<file path="config.mk">
export PLATFORM = sky130hd
export DESIGN_NAME = vco_band_seeker
export DESIGN_NICKNAME = d
export VERILOG_FILES = /design/src/rtl/vbs_pkg.sv /design/src/rtl/vbs_code_judge.sv /design/src/rtl/vbs_settle_timer.sv /design/src/rtl/vbs_readback.sv /design/src/rtl/vco_band_seeker.sv
export SDC_FILE = /design/constraint.sdc
export NUM_CORES = 1
export LEC_CHECK = 0
export CAP_MARGIN = 20
export CORE_ASPECT_RATIO = 2
export CORE_MARGIN = 1
export CORE_UTILIZATION = 46
export DETAILED_ROUTE_END_ITERATION = 10
export PLACE_DENSITY = 0.86
export SYNTH_ARGS = -nofsm -noshare
export SYNTH_HDL_FRONTEND = slang
export SYNTH_SLANG_ARGS = --single-unit
</file>
<file path="constraint.sdc">
create_clock -name clk -period 1.83 [get_ports clk]
set_input_delay 0.366 -clock clk [delete_from_list [all_inputs] [get_ports clk]]
set_output_delay 0.366 -clock clk [all_outputs]
set_load 0.05 [all_outputs]
</file>
<file path="src/rtl/vbs_pkg.sv">
package vbs_pkg;

  localparam int ADC_W = 3;

  localparam logic [ADC_W-1:0] CODE_WIN_LO = 3'b010;
  localparam logic [ADC_W-1:0] CODE_WIN_HI = 3'b101;

  typedef enum logic {
    S_IDLE = 1'b0,
    S_SEEK = 1'b1
  } seek_state_e;

  // Outcome of one converter sample
  typedef struct packed {
    logic hit;  // inside acceptance window
    logic up;   // step direction when not a hit
  } verdict_t;

endpackage

</file>
<file path="src/rtl/vbs_code_judge.sv">
module vbs_code_judge
  import vbs_pkg::*;
(
  input  logic [ADC_W-1:0] code_i,
  output verdict_t         verdict_o
);

  always_comb begin
    verdict_o = '{hit: 1'b0, up: 1'b0};
    unique case (code_i)
      CODE_WIN_LO, CODE_WIN_HI: verdict_o.hit = 1'b1;
      3'b000, 3'b001, 3'b011:   verdict_o.up  = 1'b0;  // voltage low side: go down
      3'b100, 3'b110, 3'b111:   verdict_o.up  = 1'b1;  // voltage high side: go up
      default:                  verdict_o.up  = 1'b0;
    endcase
  end

endmodule

</file>
<file path="src/rtl/vbs_settle_timer.sv">
module vbs_settle_timer #(
  parameter int SETTLE_CYCLES = 64
) (
  input  logic clk,
  input  logic rst_n,
  input  logic clr_i,
  input  logic run_i,
  output logic expire_o
);

  localparam int CNT_W = (SETTLE_CYCLES > 1) ? $clog2(SETTLE_CYCLES) : 1;
  localparam logic [CNT_W-1:0] CNT_LAST = CNT_W'(SETTLE_CYCLES - 1);

  logic [CNT_W-1:0] cnt_q, cnt_d;
  logic             cnt_en;

  assign expire_o = run_i && (cnt_q == CNT_LAST);
  assign cnt_en   = clr_i || run_i;

  always_comb begin
    cnt_d = cnt_q;
    if (clr_i)         cnt_d = '0;
    else if (expire_o) cnt_d = '0;
    else if (run_i)    cnt_d = cnt_q + CNT_W'(1);
  end

  always_ff @(posedge clk or negedge rst_n) begin
    if (!rst_n)      cnt_q <= '0;
    else if (cnt_en) cnt_q <= cnt_d;
  end

  // the count never passes the settle window
  p_cnt_bound_r4: assert property (@(posedge clk) disable iff (!rst_n)
    int'(cnt_q) < SETTLE_CYCLES);

endmodule

</file>
<file path="src/rtl/vbs_readback.sv">
module vbs_readback
  import vbs_pkg::*;
(
  input  logic             clk,
  input  logic             rst_n,
  input  logic             auto_mode_i,
  input  logic             conv_en_i,
  input  logic             latch_i,
  input  logic             smp_valid_i,
  input  logic [ADC_W-1:0] code_i,
  output logic [ADC_W-1:0] rb_o
);

  logic [ADC_W-1:0] rb_q;
  logic             man_cap;
  logic             rb_en;

  assign man_cap = !auto_mode_i && conv_en_i && latch_i;
  assign rb_en   = smp_valid_i || man_cap;

  always_ff @(posedge clk or negedge rst_n) begin
    if (!rst_n)     rb_q <= '0;
    else if (rb_en) rb_q <= code_i;
  end

  assign rb_o = rb_q;

  // a manual capture shows the converter code one edge later
  p_manual_latch_r12: assert property (@(posedge clk) disable iff (!rst_n)
    (!auto_mode_i && conv_en_i && latch_i) |=> (rb_q == $past(code_i)));

  // manual latch with the converter disabled changes nothing
  p_latch_gated_r12: assert property (@(posedge clk) disable iff (!rst_n)
    (!conv_en_i && !smp_valid_i) |=> $stable(rb_q));

endmodule

</file>
<file path="src/rtl/vco_band_seeker.sv">
module vco_band_seeker
  import vbs_pkg::*;
#(
  parameter int NUM_BANDS     = 24,
  parameter int BAND_W        = 5,
  parameter int SETTLE_CYCLES = 64
) (
  input  logic                    clk,
  input  logic                    rst_n,
  input  logic                    start_i,
  input  logic                    auto_en_i,
  input  logic [BAND_W-1:0]       start_band_i,
  input  logic [2:0]              adc_code_i,
  input  logic                    conv_en_i,
  input  logic                    latch_i,
  output logic [BAND_W-1:0]       band_o,
  output logic                    search_idle_o,
  output logic                    search_ok_o,
  output logic [2:0]              adc_rb_o,
  output logic [BAND_W+ADC_W-1:0] status_o,
  output logic                    adc_conv_en_o
);

  localparam int                EVAL_W   = $clog2(NUM_BANDS + 1);
  localparam logic [BAND_W-1:0] BAND_TOP = BAND_W'(NUM_BANDS - 1);
  localparam logic [EVAL_W-1:0] EVAL_MAX = EVAL_W'(NUM_BANDS);

  seek_state_e       state_q, state_d;
  logic [BAND_W-1:0] band_q, band_d;
  logic [EVAL_W-1:0] evals_q, evals_d, evals_inc;
  logic              dirv_q, dirv_d;
  logic              dirup_q, dirup_d;
  logic              ok_q, ok_d;

  logic     start_go, start_oob, sample, tmr_clr, tmr_expire;
  logic     at_floor, at_ceil, reversed, edge_hit;
  verdict_t verdict;

  // ---------------------------------------------------------------- helpers
  vbs_code_judge u_judge (
    .code_i    (adc_code_i),
    .verdict_o (verdict)
  );

  vbs_settle_timer #(.SETTLE_CYCLES(SETTLE_CYCLES)) u_timer (
    .clk      (clk),
    .rst_n    (rst_n),
    .clr_i    (tmr_clr),
    .run_i    (state_q == S_SEEK),
    .expire_o (tmr_expire)
  );

  vbs_readback u_rb (
    .clk         (clk),
    .rst_n       (rst_n),
    .auto_mode_i (auto_en_i),
    .conv_en_i   (conv_en_i),
    .latch_i     (latch_i),
    .smp_valid_i (sample),
    .code_i      (adc_code_i),
    .rb_o        (adc_rb_o)
  );

  // ------------------------------------------------------------ next state
  assign start_go  = start_i && auto_en_i;
  assign start_oob = int'(start_band_i) >= NUM_BANDS;
  assign sample    = (state_q == S_SEEK) && tmr_expire && auto_en_i;
  assign evals_inc = evals_q + EVAL_W'(1);
  assign at_floor  = (band_q == '0);
  assign at_ceil   = (band_q == BAND_TOP);
  assign reversed  = dirv_q && (dirup_q != verdict.up);
  assign edge_hit  = verdict.up ? at_ceil : at_floor;

  always_comb begin
    state_d = state_q;
    band_d  = band_q;
    evals_d = evals_q;
    dirv_d  = dirv_q;
    dirup_d = dirup_q;
    ok_d    = ok_q;
    tmr_clr = 1'b0;
    if (start_go) begin
      ok_d    = 1'b0;
      evals_d = '0;
      dirv_d  = 1'b0;
      dirup_d = 1'b0;
      band_d  = start_band_i;
      tmr_clr = 1'b1;
      state_d = start_oob ? S_IDLE : S_SEEK;
    end else if (state_q == S_SEEK && !auto_en_i) begin
      state_d = S_IDLE;
      ok_d    = 1'b0;
    end else if (sample) begin
      evals_d = evals_inc;
      if (verdict.hit) begin
        state_d = S_IDLE;
        ok_d    = 1'b1;
      end else if (reversed || (evals_inc >= EVAL_MAX) || edge_hit) begin
        state_d = S_IDLE;
        ok_d    = 1'b0;
      end else begin
        band_d  = verdict.up ? band_q + BAND_W'(1) : band_q - BAND_W'(1);
        dirv_d  = 1'b1;
        dirup_d = verdict.up;
        tmr_clr = 1'b1;
      end
    end
  end

  // ------------------------------------------------------------- registers
  always_ff @(posedge clk or negedge rst_n) begin
    if (!rst_n) begin
      state_q <= S_IDLE;
      band_q  <= '0;
      evals_q <= '0;
      dirv_q  <= 1'b0;
      dirup_q <= 1'b0;
      ok_q    <= 1'b0;
    end else begin
      state_q <= state_d;
      band_q  <= band_d;
      evals_q <= evals_d;
      dirv_q  <= dirv_d;
      dirup_q <= dirup_d;
      ok_q    <= ok_d;
    end
  end

  // --------------------------------------------------------------- outputs
  assign band_o        = auto_en_i ? band_q : start_band_i;
  assign search_idle_o = (state_q == S_IDLE);
  assign search_ok_o   = ok_q;
  assign status_o      = {band_o, adc_rb_o};
  assign adc_conv_en_o = auto_en_i ? (state_q == S_SEEK) : conv_en_i;

  // ------------------------------------------------------------ assertions
  // an in-range start makes the block busy on the next edge
  p_start_busy_r3: assert property (@(posedge clk) disable iff (!rst_n)
    (start_go && !start_oob) |=> !search_idle_o);

  // success flag stays low while searching
  p_ok_low_busy_r3: assert property (@(posedge clk) disable iff (!rst_n)
    !search_idle_o |-> !search_ok_o);

  // success is only ever reported with a window code in the readback
  p_win_code_r5: assert property (@(posedge clk) disable iff (!rst_n)
    $rose(search_ok_o) |-> (adc_rb_o == CODE_WIN_LO || adc_rb_o == CODE_WIN_HI));

  // within a search the band moves by at most one per evaluation
  p_band_step_r6: assert property (@(posedge clk) disable iff (!rst_n)
    (sample && !start_go) |=>
      (band_q == $past(band_q) || band_q == $past(band_q) + BAND_W'(1) ||
       band_q == $past(band_q) - BAND_W'(1)));

  // the searched band stays inside the bank, evaluations stay bounded
  p_band_range_r7: assert property (@(posedge clk) disable iff (!rst_n)
    (state_q == S_SEEK) |-> int'(band_q) < NUM_BANDS);

  p_eval_bound_r7: assert property (@(posedge clk) disable iff (!rst_n)
    evals_q <= EVAL_MAX);

  // out-of-range start reports failure without going busy
  p_oob_start_r9: assert property (@(posedge clk) disable iff (!rst_n)
    (start_go && start_oob) |=> (search_idle_o && !search_ok_o));

  // dropping the enable aborts a search on the next edge
  p_abort_r11: assert property (@(posedge clk) disable iff (!rst_n)
    (!auto_en_i && state_q == S_SEEK) |=> (search_idle_o && !search_ok_o));

endmodule

</file>
==> qor.yml <==
drt:
  drtIter0Drc: 69
  drc: 2
  wl_per_cell_um: 17.5
  dr.pass1.iters: 7
  ant_nets: 0
  wl_mm: 4.84
  viasPerCell: 6.05
  vias: 1675
global_route:
  overflow: 0
  gr-usage-met1: 0.260
  grt_busiest_layer: "met2"
  grt_pass1_wl_mm: 7.16
  use_met2: 0.483
  antenna_found_initial: 0
  use_met3: 0.0232
  grt_max_degree: 24
  grt_use_total: 0.252
  grt_pass1_vias: 1628
sta:
  hold_viol: 0
  period_share: 1.01
  min_period_ns: 1.85
  grt_setup_unrepaired: "true"
  fmax_mhz: 541
  setup-violations-final: 3
  slew_violations: 0
  fin_ws_ns: -0.0201
  tightest_slew_ns: 0.309
  slew_headroom: 0.794
  tns_ns: -0.0459
  clock_skew_ns: 0.00306
logic_synthesis:
  async_reset_ff_frac: 1.00
  synth_edf_count: 0
  avgSynthCellArea_um2: 9.35
  ys_types: 55
  muxShareOfSynthArea: 0.0693
  synth_area_um2: 1610
  yosys.area_share.adder: 0.0591
  synth_top_family_by_area: "simple AND/OR/NAND/NOR gates"
  yosys.area_share.simple: 0.209
  seq_area_frac_synth: 0.358
  ys_top_cells_by_area: "dfrtp_1 (36%), mux2_2 (6.3%), ha_1 (4.7%), buf_4 (4.2%), a21oi_1 (3.7%)"
  synth-compound-area-share: 0.199
  yosysWarnings: 0
  synth_nets: 193
  synth_top_area_frac: 0.358
  ys_ff_latch: 23
  synthCells: 172
  synthXorXnorAreaFrac: 0.0327
  yosysTopAreaCell: "dfrtp_1"
  synth_flop_cell: "dfrtp_1"
clock_tree:
  postCtsHoldBufs: 0
  cts_root_buf: "clkbuf_8"
  cts_tree: "yes"
  clkLatencyLatePin_ns: 0.27
  clkSlewWorstSetupHoldPaths_ns: 0.08
  cts_max_level: 1
  cts_max_path_buffers: 2
  cts.sinks: 23
  cts_made_buffers: 3
floorplanning:
  ioPinCount: 33
  die_w_um: 43.8
  start_util: 0.476
  core_area_um2: 3380
  die_area_um2: 3750
  num_rows: 30
  dieHeight_um: 85.6
pwr:
  power_w: 0.00166
  ir_worst_vdd_uv: 489
  power.leakage_nw: 1.11
  powerDensity_nw_per_um2: 683
placement:
  io_buffers: 32
  place.gp.congestion: 0.904
  pre_cts_ws_ns: -0.698
  dp_hpwl_mm: 3.32
finish:
  post-route-util: 0.720
  area_growth_pct: 51.4
  antenna_cells: 0
  fin_nets: 267
  drive_above_1_share: 0.449
min_path:
  hp-class: "input port to register"
job:
  maxCapViolCount: 0
critical_path:
  worstPathArrival_ns: 2.01
  cp_top_family: "compound AO/OA/AOI/OAI gates"
  critPathKind: "register to register"
  cp.required_ns: 1.99
  crit_slowest_cell: "dfrtp_1"
  startpoint_type: "register"
  path_max_fanout: 4
  critPathMaxStageDelay_ns: 0.42
  crit_chain: "ha_2 -> a21o_1 -> a21oi_2 -> buf_4 -> a221oi_2 -> nand3_2 -> o311ai_1"
  worstSetupEndpointType: "register"
  path_buf_inv: 1
run_status:
  violations: "DRC, setup timing"
  run_status: "finished with violations"
## cells in the mapped netlist, types with 2 or more instances
cell type / number
nand3_1: 3
a21oi_1: 12
o311ai_1: 3
a21o_1: 2
xor2_1: 4
mux2_2: 9
inv_1: 8
dfrtp_1: 23
ha_1: 6
and2_1: 3
nand4_1: 6
nor2_1: 10
o31ai_1: 4
buf_4: 9
clkbuf_1: 2
o21ai_0: 5
o211ai_1: 3
xnor2_1: 2
nor3_1: 6
nand2_1: 15
and3_1: 3
## layout by cell type, fill, tap and decap left out, types with 3 or more instances in the layout
cell type	instances
nor3_1	6
inv_1	7
a21oi_1	10
xor2_1	4
nor2_1	10
o21ai_0	3
nand4_1	6
mux2_2	9
nand2_1	14
dfrtp_1	23
buf_4	49
nand3_1	3
buf_6	19
o211ai_1	3
and3_1	3
clkbuf_8	3
ha_1	4
clkdlybuf4s50_1	9
## routing by layer
layer,share of wire,up-vias,wire length (um)
met3,0.044,18,214
met1,0.34,813,1650
li1,-,779,-
met2,0.58,65,2790
met4,0.036,0,176
met5,0,-,0
## flip-flops by register name, indices dropped and copies added, names as in the netlist
signal and count:
u_rb.rb_o 3, dirv_q 1, search_ok_o 1, band_q 5, state_q 1, dirup_q 1, evals_q 5, u_timer.cnt_q 6
## per-stage QoR
step | instance area [um2] | hold slack (ns) | instances
after floorplan | 1630 | 0.0704 | 172
after global placement | 2210 | 0.512 | 267
after detailed placement | 2210 | 0.526 | 267
after CTS | 2350 | 0.334 | 275
after global routing | 2430 | 0.342 | 277
final | 2430 | 0.344 | 277
## worst paths after layout
kind / from / end / slack [ns] / depth (start not counted)
setup / recovery: evals_q[0]$_DFFE_PN0P_ / band_q[3]$_DFFE_PN0P_ / -0.02 / 7
hold / removal: adc_code_i[0] / u_rb.rb_o[0]$_DFFE_PN0P_ / 0.34 / 2
setup reg to reg: evals_q[0]$_DFFE_PN0P_ / band_q[3]$_DFFE_PN0P_ / -0.02 / 7
hold reg to reg: u_rb.rb_o[1]$_DFFE_PN0P_ / u_rb.rb_o[1]$_DFFE_PN0P_ / 0.55 / 1
max in group asynchronous: rst_n / u_timer.cnt_q[3]$_DFFE_PN0P_ / 1.14 / 2
min in group asynchronous: rst_n / evals_q[1]$_DFFE_PN0P_ / 0.45 / 2
## cell families (layout without fill, tap and decap cells)
group,Yosys count,count (layout)
compound gates,44,44
xor+xnor,6,6
fa+ha+maj,7,7
buf+inv,22,95
flops,23,23
mux,10,10
simple gates,60,60
## layout make-up
cell class | count | area, um2
clock buffers | 4 | 45.0
fillers | 229 | 945
inverters | 9 | 36.3
multi-input cells | 127 | 1000
flip-flops and latches | 23 | 576
well taps | 32 | 40.0
repair buffers | 82 | 734
## power breakdown
part,switching (W),internal (W),leakage [nW]
Sequential,0.0000346,0.000549,0.301
Combinational,0.000434,0.000322,0.791
Clock,0.000166,0.000156,0.0228
## timing repair
item	in CTS	in global routing
cloned	1	0
resized for setup	30	16
setup endpoints to repair	27	9
buffers inserted	3	2
pin swaps	5	9
(Power assumes the default switching activity.)
